==> src/rtl/twi_wr_pkg.sv <==
package twi_wr_pkg;
  typedef enum logic [1:0] {
    ST_IDLE,
    ST_SHIFT,
    ST_ACK,
    ST_HOLD
  } twi_st_e;

  localparam int unsigned BYTE_W = 8;
endpackage

==> src/rtl/twi_wr_sync.sv <==
module twi_wr_sync #(
  parameter int unsigned STAGES = 2
) (
  input  logic clk_i,
  input  logic rst_ni,
  input  logic scl_i,
  input  logic sda_i,
  output logic sda_o,
  output logic scl_rise_o,
  output logic scl_fall_o,
  output logic start_o,
  output logic stop_o
);
  logic [STAGES-1:0] scl_ff, sda_ff;
  logic              scl_s, sda_s, scl_d, sda_d;

  // Reset to the idle bus level so no edge is seen at reset release.
  always_ff @(posedge clk_i or negedge rst_ni) begin
    if (!rst_ni) begin
      scl_ff <= '1;
      sda_ff <= '1;
      scl_d  <= 1'b1;
      sda_d  <= 1'b1;
    end else begin
      scl_ff <= {scl_ff[STAGES-2:0], scl_i};
      sda_ff <= {sda_ff[STAGES-2:0], sda_i};
      scl_d  <= scl_s;
      sda_d  <= sda_s;
    end
  end

  assign scl_s      = scl_ff[STAGES-1];
  assign sda_s      = sda_ff[STAGES-1];
  assign sda_o      = sda_s;
  assign scl_rise_o = scl_s & ~scl_d;
  assign scl_fall_o = ~scl_s & scl_d;
  assign start_o    = scl_s & scl_d & sda_d & ~sda_s;
  assign stop_o     = scl_s & scl_d & ~sda_d & sda_s;

  p_start_clk_high_r1: assert property (@(posedge clk_i) disable iff (!rst_ni)
    start_o |-> $past(scl_s));
endmodule

==> src/rtl/twi_wr_fsm.sv <==
module twi_wr_fsm
  import twi_wr_pkg::*;
#(
  parameter logic [6:0]  DEV_ADDR = 7'b0011010,
  parameter int unsigned AW       = 7,
  parameter int unsigned DW       = 9
) (
  input  logic          clk_i,
  input  logic          rst_ni,
  input  logic          sda_i,
  input  logic          scl_rise_i,
  input  logic          scl_fall_i,
  input  logic          start_i,
  input  logic          stop_i,
  output logic          sda_oe_o,
  output logic          wr_valid_o,
  output logic [AW-1:0] wr_addr_o,
  output logic [DW-1:0] wr_data_o
);
  localparam int unsigned FRAME_W = AW + DW;
  localparam int unsigned N_BYTES = FRAME_W / BYTE_W;
  localparam int unsigned CNT_W   = $clog2(BYTE_W + 1);
  localparam int unsigned IDX_W   = $clog2(N_BYTES + 1);
  localparam int unsigned HI_DW   = BYTE_W - AW;

  twi_st_e            st_q;
  logic [BYTE_W-1:0]  shreg_q, hi_q;
  logic [CNT_W-1:0]   bit_cnt_q;
  logic [IDX_W-1:0]   byte_idx_q;
  logic               byte_done;

  assign byte_done = scl_fall_i && (bit_cnt_q == CNT_W'(BYTE_W));

  always_ff @(posedge clk_i or negedge rst_ni) begin
    if (!rst_ni) begin
      st_q       <= ST_IDLE;
      shreg_q    <= '0;
      hi_q       <= '0;
      bit_cnt_q  <= '0;
      byte_idx_q <= '0;
      sda_oe_o   <= 1'b0;
      wr_valid_o <= 1'b0;
      wr_addr_o  <= '0;
      wr_data_o  <= '0;
    end else begin
      wr_valid_o <= 1'b0;
      if (stop_i) begin
        st_q     <= ST_IDLE;
        sda_oe_o <= 1'b0;
      end else if (start_i) begin
        sda_oe_o   <= 1'b0;
        bit_cnt_q  <= '0;
        byte_idx_q <= '0;
        // Only a start from idle opens a transfer; any other start aborts.
        st_q       <= (st_q == ST_IDLE) ? ST_SHIFT : ST_IDLE;
      end else begin
        unique case (st_q)
          ST_IDLE: ;
          ST_SHIFT: begin
            if (scl_rise_i && bit_cnt_q < CNT_W'(BYTE_W)) begin
              shreg_q   <= {shreg_q[BYTE_W-2:0], sda_i};
              bit_cnt_q <= bit_cnt_q + 1'b1;
            end else if (byte_done) begin
              if (byte_idx_q == '0) begin
                if (shreg_q == {DEV_ADDR, 1'b0}) begin
                  sda_oe_o <= 1'b1;
                  st_q     <= ST_ACK;
                end else begin
                  st_q <= ST_IDLE;
                end
              end else begin
                if (byte_idx_q == IDX_W'(1)) hi_q <= shreg_q;
                sda_oe_o <= 1'b1;
                st_q     <= ST_ACK;
              end
            end
          end
          ST_ACK: begin
            if (scl_fall_i) begin
              sda_oe_o <= 1'b0;
              if (byte_idx_q == IDX_W'(N_BYTES)) begin
                wr_valid_o <= 1'b1;
                wr_addr_o  <= hi_q[BYTE_W-1 -: AW];
                wr_data_o  <= {hi_q[HI_DW-1:0], shreg_q};
                st_q       <= ST_HOLD;
              end else begin
                byte_idx_q <= byte_idx_q + 1'b1;
                bit_cnt_q  <= '0;
                st_q       <= ST_SHIFT;
              end
            end
          end
          ST_HOLD: ;
          default: st_q <= ST_IDLE;
        endcase
      end
    end
  end

  p_oe_rise_on_fall_r3: assert property (@(posedge clk_i) disable iff (!rst_ni)
    $rose(sda_oe_o) |-> $past(scl_fall_i));
  p_oe_drop_on_fall_r5: assert property (@(posedge clk_i) disable iff (!rst_ni)
    (sda_oe_o && scl_fall_i) |=> !sda_oe_o);
  p_strobe_after_ack_r6: assert property (@(posedge clk_i) disable iff (!rst_ni)
    $rose(wr_valid_o) |-> $past(sda_oe_o));
  p_strobe_single_r6: assert property (@(posedge clk_i) disable iff (!rst_ni)
    wr_valid_o |=> !wr_valid_o);
  p_stop_quiet_r7: assert property (@(posedge clk_i) disable iff (!rst_ni)
    stop_i |=> (!sda_oe_o && !wr_valid_o && st_q == ST_IDLE));
  p_start_abort_r8: assert property (@(posedge clk_i) disable iff (!rst_ni)
    (start_i && st_q != ST_IDLE) |=> st_q == ST_IDLE);
endmodule

==> src/rtl/twi_wr_slave.sv <==
module twi_wr_slave #(
  parameter logic [6:0]  DEV_ADDR    = 7'b0011010,
  parameter int unsigned SYNC_STAGES = 2,
  parameter int unsigned AW          = 7,
  parameter int unsigned DW          = 9
) (
  input  logic          clk_i,
  input  logic          rst_ni,
  input  logic          scl_i,
  input  logic          sda_i,
  output logic          sda_oe_o,
  output logic          wr_valid_o,
  output logic [AW-1:0] wr_addr_o,
  output logic [DW-1:0] wr_data_o
);
  logic sda_s, scl_rise, scl_fall, start_det, stop_det;

  twi_wr_sync #(.STAGES(SYNC_STAGES)) u_sync (
    .clk_i      (clk_i),
    .rst_ni     (rst_ni),
    .scl_i      (scl_i),
    .sda_i      (sda_i),
    .sda_o      (sda_s),
    .scl_rise_o (scl_rise),
    .scl_fall_o (scl_fall),
    .start_o    (start_det),
    .stop_o     (stop_det)
  );

  twi_wr_fsm #(.DEV_ADDR(DEV_ADDR), .AW(AW), .DW(DW)) u_fsm (
    .clk_i      (clk_i),
    .rst_ni     (rst_ni),
    .sda_i      (sda_s),
    .scl_rise_i (scl_rise),
    .scl_fall_i (scl_fall),
    .start_i    (start_det),
    .stop_i     (stop_det),
    .sda_oe_o   (sda_oe_o),
    .wr_valid_o (wr_valid_o),
    .wr_addr_o  (wr_addr_o),
    .wr_data_o  (wr_data_o)
  );
endmodule

==> config.mk <==
export PLATFORM = sky130hd
export DESIGN_NAME = twi_wr_slave
export DESIGN_NICKNAME = d
export VERILOG_FILES = /design/src/rtl/twi_wr_pkg.sv /design/src/rtl/twi_wr_sync.sv /design/src/rtl/twi_wr_fsm.sv /design/src/rtl/twi_wr_slave.sv
export SDC_FILE = /design/constraint.sdc
export NUM_CORES = 1
export LEC_CHECK = 0
export CAP_MARGIN = 20
export CORE_MARGIN = 2
export CORE_UTILIZATION = 62
export DETAILED_ROUTE_END_ITERATION = 12
export DONT_BUFFER_PORTS = 1
export PLACE_DENSITY = 0.78
export SKIP_CTS_REPAIR_TIMING = 1
export SLEW_MARGIN = 20
export SYNTH_ARGS = -nofsm -noshare
export SYNTH_HDL_FRONTEND = slang
export SYNTH_SLANG_ARGS = --single-unit
==> constraint.sdc <==
create_clock -name clk_i -period 5.4 [get_ports clk_i]
set_input_delay 0.27 -clock clk_i [delete_from_list [all_inputs] [get_ports clk_i]]
set_output_delay 0.27 -clock clk_i [all_outputs]
set_load 0.005 [all_outputs]
==> summary.json, run 1 <==
{
  "sta": {
    "achievable-frequency_ghz": 0.456,
    "final.setup.tns_ns": 0,
    "grt_setup_unrepaired": "false",
    "timing_hold_violations_final": 0,
    "min_period_over_period_pct": 40.6,
    "setup_ws_ns": 3.21,
    "finClkSkew_ns": 0.0165,
    "normalized_max_slew_margin_pct": 44.1,
    "min_period_ns": 2.19,
    "worst_pin_slew_ns": 0.836,
    "report.final.setup_viol": 0,
    "maxSlewViolCount": 0
  },
  "synthesis": {
    "netlist_area_pre_place_sq_um": 2150,
    "syn_nets": 179,
    "yosys_warnings": 0,
    "synth_top_cell_area_share_pct": 48.8,
    "ys_async_sr_fraction_pct": 100,
    "dominantRegCellSynth": "sky130_fd_sc_hd__dfrtp_1",
    "yosys_top_cell_by_area": "sky130_fd_sc_hd__dfrtp_1",
    "synth_enable_flop_cells": 0,
    "synthDistinctLibCells": 41,
    "post_synth_inst_count": 167,
    "synth.ff_latch_count": 48,
    "postSynthAreaPerCell_sq_um": 12.9,
    "synth_sequential_area_ratio_pct": 56.1,
    "ys_top_cells_by_area": "sky130_fd_sc_hd__dfrtp_1, sky130_fd_sc_hd__mux2_2, sky130_fd_sc_hd__dfstp_2"
  },
  "clocking": {
    "htree_num_levels": 2,
    "tritoncts_num_sinks": 48,
    "tritoncts_clock_tree": "done",
    "cts.reportedPaths.clkPinSlew_ns": 0.13,
    "clock_path_buffers": 2,
    "clk-insertion-delay-late_ns": 0.37,
    "cts_made_buffers": 5,
    "cts.root.buffer_cell": "sky130_fd_sc_hd__clkbuf_4"
  },
  "worst_setup_path": {
    "critical_path_class": "reg -> reg",
    "start_kind": "flop",
    "worst-r2r-cell-count": 4,
    "cpPeakStageDelay_ns": 0.67,
    "worst_setup_path_end_kind": "flop",
    "timing.critical_path.fanout_max": 17,
    "path_cells": "inv_1 -> ha_1 -> nand3_1 -> mux2_2",
    "critical_path_arrival_ns": 2.45,
    "slowest_stage": "sky130_fd_sc_hd__nand3_1",
    "crit_required_ns": 5.66
  },
  "final_layout": {
    "syn_to_final_growth_pct": 6.97,
    "layout.cells.most_common": "sky130_fd_sc_hd__dfrtp_1",
    "filler_cell_count": 243,
    "layout-drive-gt1-share_pct": 29.5,
    "finalNetCount": 184,
    "final_antenna_diode_count": 0,
    "most-common-layout-cells": "sky130_fd_sc_hd__dfrtp_1, sky130_fd_sc_hd__mux2_2, sky130_fd_sc_hd__inv_1"
  },
  "drt": {
    "post_drt_via_cell_ratio": 6.09,
    "route.vias.total": 1334,
    "remaining_routing_drc_violations": 0,
    "drt_pre_antenna_iters": 4,
    "routed_wl_um": 3880,
    "drt_first_iter_violations": 124,
    "wl_per_cell_um": 17.7,
    "count_of_antenna_violating_nets_left_after_detailed_routing": 0
  },
  "grt": {
    "grt.total_usage_pct": 21.5,
    "total_grt_overflow": 0,
    "number_of_antenna_violations_at_the_first_check_in_global_routing": 0,
    "wire_length_of_the_first_global_routing_pass_um": 6510,
    "grt_pass1_vias": 1380,
    "grt_start_max_net_pins": 49
  },
  "floorplan": {
    "core.rowCount": 21,
    "die-height_um": 63.0,
    "die-width_um": 63.0,
    "floorplan.io_pins": 22,
    "floorplan.initialDensity_pct": 64.6,
    "dieArea_sq_um": 3960,
    "floorplan.core_area_sq_um": 3340
  },
  "job": {
    "cap_viol_max_count": 0
  },
  "placement": {
    "buffer_ports.inserted": 0,
    "place.detailed.hpwl_um": 2650,
    "pre_cts_setup_slack_ns": 3.25,
    "place.gp.congestion": 0.889
  },
  "power_and_ir_drop": {
    "worst_vdd_rail_ir_drop_uv": 224,
    "leakage_nw": 1.13,
    "power.density_cell_area_nw_per_um2": 399
  },
  "min_path": {
    "holdPathStages": 0,
    "hold_path.class": "reg -> reg"
  },
  "status": {
    "status": "complete, no violations"
  }
}
## report_power, final
group,total [mW],internal (mW),switching [mW]
Clock,0.180,0.0646,0.116
Sequential,0.465,0.413,0.0526
Combinational,0.274,0.124,0.150
Total,0.919,0.601,0.318
## cell type report
| class | instances | area (sq um) | share of cell area [%] |
|---|---|---|---|
| Clock inverter | 2 | 13.8 | 0.597 |
| Timing Repair Buffer | 4 | 57.6 | 2.50 |
| Multi-Input combinational cell | 102 | 875 | 37.9 |
| Inverter | 11 | 41.3 | 1.79 |
| Sequential cell | 48 | 1210 | 52.4 |
| Tap cell | 46 | 57.6 | 2.50 |
| Clock buffer | 6 | 51.3 | 2.23 |
## cell usage after synthesis, drive strengths merged, types with 2 or more instances
cell type  instances
dfrtp             42
mux2              35
inv               11
nand2             10
ha                 8
buf                6
dfstp              6
nand3              4
o21ai              4
nor2               3
nor2b              3
a21oi              2
mux2i              2
nand2b             2
nand4b             2
nor3               2
o311ai             2
## path summary, 6_finish.rpt
path                                  start                 end  slack [ns]
min                        u_sync.scl_ff[0]    u_sync.scl_ff[1]        0.37
max in group asynchronous            rst_ni    u_sync.scl_ff[0]        4.74
min reg2reg                u_sync.scl_ff[0]    u_sync.scl_ff[1]        0.37
min in group asynchronous            rst_ni      u_fsm.sda_oe_o        0.40
max reg2reg                   u_fsm.st_q[0]  u_fsm.wr_data_o[3]        3.21
max                           u_fsm.st_q[0]  u_fsm.wr_data_o[3]        3.21
## registers in the layout (all words and copies together), names as in the netlist
register and cells:
u_fsm.wr_valid_o 1, u_fsm.st_q 2, u_fsm.wr_data_o 9, u_fsm.sda_oe_o 1
u_fsm.hi_q 8, u_sync.sda_d 1, u_sync.sda_ff 2, u_fsm.shreg_q 8
u_fsm.bit_cnt_q 4, u_fsm.byte_idx_q 2, u_fsm.wr_addr_o 7, u_sync.scl_ff 2
u_sync.scl_d 1
## cells by family after synthesis
kind of cell,Yosys count,share of synthesized area [%]
simple gates,34,8.71
flops,48,56.1
xor+xnor,1,0.407
fa+ha+maj,8,4.65
compound gates,22,7.61
buf+inv,17,3.31
mux,37,19.2
## worst max-delay path: cells and delay by family, from the launching register on
kind	cells	cell delay (ns)
adders and majority gates	1	0.36
buffers and inverters	1	0.09
DFF	1	0.42
muxes	1	0.52
and+or+nand+nor	1	0.67
## metal layers
layer,up-vias,part of all wire [%],GRT usage (%)
met5,-,0,0
met4,0,2.1,8.89
met3,11,6.2,6.31
met2,52,52,36.2
met1,664,40,25.8
li1,607,-,-
## per-stage QoR
| step | hold WS (ns) | power (mW) | cell area (sq um) | utilization [%] | std cells |
|---|---|---|---|---|---|
| floorplan | -0.0256 | 0.663 | 2150 | - | 167 |
| global placement | -0.0247 | 0.711 | 2180 | 65.4 | 207 |
| detailed placement | -0.0244 | 0.728 | 2180 | 65.4 | 207 |
| CTS | -0.439 | 0.906 | 2250 | 67.3 | 215 |
| global route | 0.372 | 0.971 | 2300 | 69.1 | 219 |
| finish | 0.365 | 0.919 | 2300 | 69.1 | 219 |
No activity file was read; power rests on OpenSTA's default activity.
==> run 2, diff against run 1 <==
- CORE_UTILIZATION: 62 -> 56
- PLACE_DENSITY: 0.78 -> 0.74
- clock period: 5.4 -> 1.8 ns (I/O delays scaled with it)
==> run 2 against run 1 <==
  * Worst hold slack got worse by 0.067 ns
  * Maximum frequency rose by 23%
  * Clock skew fell by 0.011 ns
  * Core utilization fell by 1.7 points
  * Sequential power rose to 3.0 times the previous value
  * Register-to-register slack got worse by 3.2 ns
  * Global-route usage fell by 0.78 points
  * Cell area rose by 7.8%
  * Critical endpoint is now u_fsm.sda_oe_o
  * Clock power rose to 3.6 times the previous value
  * Die area rose by 10%
  * Non-clock buffer count rose by 14
==> summary.json, run 2 (synthesis gave the netlist of run 1 again) <==
{
  "clocking": {
    "clk-insertion-delay-late_ns": 0.29,
    "cts.reportedPaths.clkPinSlew_ns": 0.08,
    "cts.root.buffer_cell": "sky130_fd_sc_hd__clkbuf_8",
    "clock_path_buffers": 2,
    "cts_made_buffers": 5,
    "tritoncts_clock_tree": "done",
    "tritoncts_num_sinks": 48,
    "htree_num_levels": 2
  },
  "worst_setup_path": {
    "critical_path_arrival_ns": 1.95,
    "cpPeakStageDelay_ns": 0.55,
    "timing.critical_path.fanout_max": 2,
    "category_of_cells_accounting_for_the_largest_share_of_critical_path_delay": "compound AO/OA/AOI/OAI gates",
    "slowest_stage": "sky130_fd_sc_hd__or4b_1",
    "critical_path.n_buffers_inverters": 0,
    "path_cells": "or4b_1 -> o311a_1 -> o311ai_2 -> o41ai_1",
    "start_kind": "flop",
    "critical_path_class": "reg -> reg",
    "worst_setup_path_end_kind": "flop",
    "crit_required_ns": 1.97
  },
  "placement": {
    "buffer_ports.inserted": 0,
    "place.gp.congestion": 0.885,
    "pre_cts_setup_slack_ns": -0.0153,
    "placed_cell_area_sq_um": 2290,
    "place.detailed.hpwl_um": 2750
  },
  "final_layout": {
    "number_of_flip_flops_in_the_largest_register": 9,
    "largest_registers": "u_fsm.wr_data_o x9, u_fsm.hi_q x8, u_fsm.shreg_q x8",
    "layout.cells.most_common": "sky130_fd_sc_hd__dfrtp_1",
    "finalNetCount": 198,
    "max_flop_register": "u_fsm.wr_data_o",
    "filler_cell_count": 290,
    "syn_to_final_growth_pct": 15.3,
    "layout-drive-gt1-share_pct": 37.4,
    "final_antenna_diode_count": 0,
    "stdcell_area_sq_um": 2480,
    "most-common-layout-cells": "sky130_fd_sc_hd__dfrtp_1, sky130_fd_sc_hd__mux2_2, sky130_fd_sc_hd__buf_4"
  },
  "floorplan": {
    "core.rowCount": 22,
    "floorplan.initialDensity_pct": 58.4,
    "die-width_um": 66.0,
    "floorplan.io_pins": 22,
    "die-height_um": 66.0,
    "dieArea_sq_um": 4360,
    "floorplan.core_area_sq_um": 3690
  },
  "job": {
    "cap_viol_max_count": 0
  },
  "power_and_ir_drop": {
    "power.density_cell_area_nw_per_um2": 1220,
    "pwr-share-comb_pct": 33.1,
    "power.share.clock_pct": 21.6,
    "leakage_nw": 1.21,
    "worst_vdd_rail_ir_drop_uv": 705,
    "seq_power_share_pct": 45.3,
    "power_report.internal_total_mw": 2.06,
    "power.net_switching_uw": 982,
    "netSwitchingFraction_pct": 32.3
  },
  "sta": {
    "min_period_ns": 1.78,
    "final.setup.tns_ns": 0,
    "normalized_max_slew_margin_pct": 74.7,
    "report.final.setup_viol": 0,
    "maxSlewViolCount": 0,
    "grt_setup_unrepaired": "true",
    "worst_pin_slew_ns": 0.377,
    "setup_ws_ns": 0.0162,
    "achievable-frequency_ghz": 0.561,
    "timing_hold_violations_final": 0,
    "whs_ns": 0.298,
    "finClkSkew_ns": 0.00509,
    "min_period_over_period_pct": 99.1
  },
  "grt": {
    "total_grt_overflow": 0,
    "grt_pass1_vias": 1409,
    "wire_length_of_the_first_global_routing_pass_um": 6680,
    "number_of_antenna_violations_at_the_first_check_in_global_routing": 0,
    "grt_start_max_net_pins": 49,
    "grt.total_usage_pct": 20.7
  },
  "drt": {
    "routed_wl_um": 3940,
    "post_drt_via_cell_ratio": 5.70,
    "route.vias.total": 1339,
    "drt-met1-wl_um": 1630,
    "drt_pre_antenna_iters": 4,
    "wl_per_cell_um": 16.8,
    "count_of_antenna_violating_nets_left_after_detailed_routing": 0,
    "wl_met2_um": 2040,
    "highest_layer": "met4",
    "remaining_routing_drc_violations": 0,
    "wl_met3_um": 149,
    "drt_first_iter_violations": 87
  },
  "status": {
    "status": "complete, no violations"
  },
  "min_path": {
    "hold_path.class": "in -> async"
  }
}
[run 2: worst paths after layout]
kind / from / to / slack [ns] / cells past startpoint
max: u_fsm.shreg_q[1] / u_fsm.sda_oe_o / 0.02 / 4
min: rst_ni / u_fsm.st_q[0] / 0.30 / 2
max reg2reg: u_fsm.shreg_q[1] / u_fsm.sda_oe_o / 0.02 / 4
min reg2reg: u_sync.sda_ff[0] / u_sync.sda_ff[1] / 0.37 / 0
max in group asynchronous: rst_ni / u_sync.scl_ff[1] / 1.22 / 2
min in group clk_i: scl_i / u_sync.scl_ff[0] / 0.34 / 1
[run 2: power by group through the flow]
| stage | Clock [mW] | Combinational, mW | Sequential (mW) |
|---|---|---|---|
| floorplan | 0 | 0.631 | 1.36 |
| global placement | 0 | 0.869 | 1.38 |
| detailed placement | 0 | 0.909 | 1.40 |
| CTS | 0.680 | 0.916 | 1.38 |
| global route | 0.722 | 1.15 | 1.40 |
| finish | 0.656 | 1.00 | 1.38 |
[run 2: through the flow]
stage / instances / utilization [%] / power [mW]
2_1_floorplan: 167 / - / 1.99
3_3_place_gp: 222 / 62.2 / 2.25
3_5_place_dp: 222 / 62.2 / 2.31
4_1_cts: 230 / 64.8 / 2.97
5_1_grt: 235 / 67.3 / 3.27
6_report: 235 / 67.3 / 3.04
[run 2: final cells by class]
cell class / instances / area, sq um / area share (%)
Timing Repair Buffer: 18 / 175 / 7.05
Clock buffer: 6 / 82.6 / 3.32
Sequential cell: 48 / 1210 / 48.7
Inverter: 11 / 41.3 / 1.66
Multi-Input combinational cell: 102 / 902 / 36.3
Tap cell: 48 / 60.1 / 2.42
Clock inverter: 2 / 13.8 / 0.554
[run 2: layer usage]
metal	track usage [%]	vias to the layer above
met2	35.0	28
met3	5.45	15
met5	0	-
met1	24.6	663
met4	9.95	0
li1	-	633
==> run 3, diff against run 2 <==
- clock period: 1.8 -> 1.5 ns (I/O delays scaled with it)
==> run 3 against run 2 <==
  * The flow now finishes with violations (setup timing)
  * Critical path depth did not move
  * Clock-buffer cell count did not move
  * First-iteration DRC count fell by 8.0%
  * Core utilization rose by 10 points
  * Critical path type unchanged
  * Highest routed layer unchanged
==> summary.json, run 3 (synthesis gave the netlist of run 1 again) <==
{
  "sta": {
    "grt_setup_unrepaired": "true",
    "achievable-frequency_ghz": 0.562,
    "normalized_max_slew_margin_pct": 72.4,
    "report.final.setup_viol": 32,
    "worst_pin_slew_ns": 0.412,
    "min_period_over_period_pct": 119,
    "finClkSkew_ns": 0.00285,
    "maxSlewViolCount": 0,
    "timing_hold_violations_final": 0,
    "min_period_ns": 1.78,
    "setup_ws_ns": -0.278
  },
  "final_layout": {
    "finish.cell_count_without_fillers": 260,
    "syn_to_final_growth_pct": 33.1,
    "finalNetCount": 223,
    "largest_registers": "u_fsm.wr_data_o x9, u_fsm.hi_q x8, u_fsm.shreg_q x8",
    "fin_util_pct": 77.7,
    "layout.cells.most_common": "sky130_fd_sc_hd__dfrtp_1",
    "number_of_flip_flops_in_the_largest_register": 9,
    "most-common-layout-cells": "sky130_fd_sc_hd__dfrtp_1, sky130_fd_sc_hd__buf_4, sky130_fd_sc_hd__mux2_2",
    "layout-drive-gt1-share_pct": 54.7,
    "final_antenna_diode_count": 0,
    "max_flop_register": "u_fsm.wr_data_o"
  },
  "floorplan": {
    "dieArea_sq_um": 4360,
    "floorplan.io_pins": 22,
    "floorplan.core_area_sq_um": 3690,
    "die-width_um": 66.0,
    "core.rowCount": 22,
    "die-height_um": 66.0,
    "floorplan.initialDensity_pct": 58.4
  },
  "grt": {
    "total_grt_overflow": 0,
    "wire_length_of_the_first_global_routing_pass_um": 7450,
    "grt_start_max_net_pins": 49,
    "grt_pass1_vias": 1537,
    "number_of_antenna_violations_at_the_first_check_in_global_routing": 0,
    "grt.total_usage_pct": 23.2
  },
  "drt": {
    "drt_first_iter_violations": 80,
    "remaining_routing_drc_violations": 0,
    "post_drt_via_cell_ratio": 5.81,
    "drt_pre_antenna_iters": 4,
    "routed_wl_um": 5220,
    "wl_per_cell_um": 20.1,
    "count_of_antenna_violating_nets_left_after_detailed_routing": 0,
    "route.vias.total": 1510
  },
  "clocking": {
    "cts_made_buffers": 5,
    "tritoncts_clock_tree": "done",
    "cts.root.buffer_cell": "sky130_fd_sc_hd__clkbuf_8",
    "cts.reportedPaths.clkPinSlew_ns": 0.09,
    "tritoncts_num_sinks": 48,
    "htree_num_levels": 2,
    "clock_path_buffers": 2,
    "clk-insertion-delay-late_ns": 0.30
  },
  "worst_setup_path": {
    "worst_setup_path_end_kind": "flop",
    "critical_path_class": "reg -> reg",
    "worst-r2r-cell-count": 4,
    "crit-reg2reg-capture": "u_fsm.sda_oe_o",
    "r2r_setup_slack_ns": -0.28,
    "timing.critical_path.fanout_max": 2,
    "critical_path_arrival_ns": 1.95,
    "crit_required_ns": 1.67,
    "start_kind": "flop",
    "worstReg2RegStart": "u_fsm.shreg_q[1]"
  },
  "placement": {
    "buffer_ports.inserted": 0,
    "place.detailed.hpwl_um": 3180,
    "pre_cts_setup_slack_ns": -0.209,
    "placed_cells": 244,
    "place.gp.congestion": 0.819
  },
  "job": {
    "cap_viol_max_count": 0
  },
  "status": {
    "status": "finished with violations",
    "failing_checks": "setup timing"
  },
  "power_and_ir_drop": {
    "leakage_nw": 1.39,
    "power.density_cell_area_nw_per_um2": 1510,
    "fin_total_pwr_mw": 4.32,
    "worst_vdd_rail_ir_drop_uv": 990
  },
  "min_path": {
    "hold_path.class": "in -> async"
  }
}
run 3: cell count changes in the layout (fill, tap and decap cells not counted), moves of 4 or more:
| cell | delta |
|---|---|
| sky130_fd_sc_hd__ha_4 | +5 |
| sky130_fd_sc_hd__buf_4 | +20 |
| sky130_fd_sc_hd__inv_1 | -6 |
| sky130_fd_sc_hd__inv_2 | +6 |
| sky130_fd_sc_hd__buf_6 | +4 |
| sky130_fd_sc_hd__ha_1 | -4 |
| sky130_fd_sc_hd__mux2_4 | +10 |
| sky130_fd_sc_hd__mux2_2 | -10 |
run 3: area by class of cell:
type                            count  area, sq um
Sequential cell                    48         1210
Multi-Input combinational cell    102         1070
Fill cell                         225          821
Timing Repair Buffer               43          395
Clock buffer                        6         72.6
Tap cell                           48         60.1
Inverter                           11         41.3
Clock inverter                      2         16.3
run 3: through the flow:
stage                     setup TNS, ns  hold WS (ns)  instance area (sq um)
after floorplan                   -1.28        -0.221                   2280
after global placement            -1.50        -0.220                   2570
after detailed placement          -2.40        -0.220                   2570
after CTS                         -2.98        -0.550                   2660
after global routing              -4.96         0.298                   2870
final                             -3.13         0.287                   2870
run 3: power by group:
group | total, mW | internal [mW] | switching (mW)
logic | 1.87 | 0.996 | 0.870
registers | 1.68 | 1.49 | 0.192
clock network | 0.775 | 0.332 | 0.443
total | 4.32 | 2.82 | 1.50
run 3: worst max-delay path by stage:
stage / start / endpoint / cells after the start
after floorplan: u_fsm.shreg_q[1] / u_fsm.sda_oe_o / 4
after global placement: u_fsm.shreg_q[1] / u_fsm.sda_oe_o / 4
after detailed placement: u_fsm.st_q[0] / u_fsm.sda_oe_o / 6
after CTS: u_fsm.shreg_q[1] / u_fsm.sda_oe_o / 4
after global routing: u_fsm.bit_cnt_q[1] / u_fsm.sda_oe_o / 7
final: u_fsm.shreg_q[1] / u_fsm.sda_oe_o / 4
run 3: critical path: stages, from the launching register on:
cell and delay [ns]:
sky130_fd_sc_hd__dfrtp_1 0.39, sky130_fd_sc_hd__or4b_4 0.54, sky130_fd_sc_hd__o311a_1 0.34, sky130_fd_sc_hd__o311ai_1 0.24
sky130_fd_sc_hd__o41ai_1 0.14
run 3: metal layers:
metal	up-vias	global-route usage, %	routed length [um]
li1	685	-	-
met2	44	40.7	2840
met1	768	28.0	2010
met4	0	6.12	104
met3	13	6.64	265
met5	-	0	0
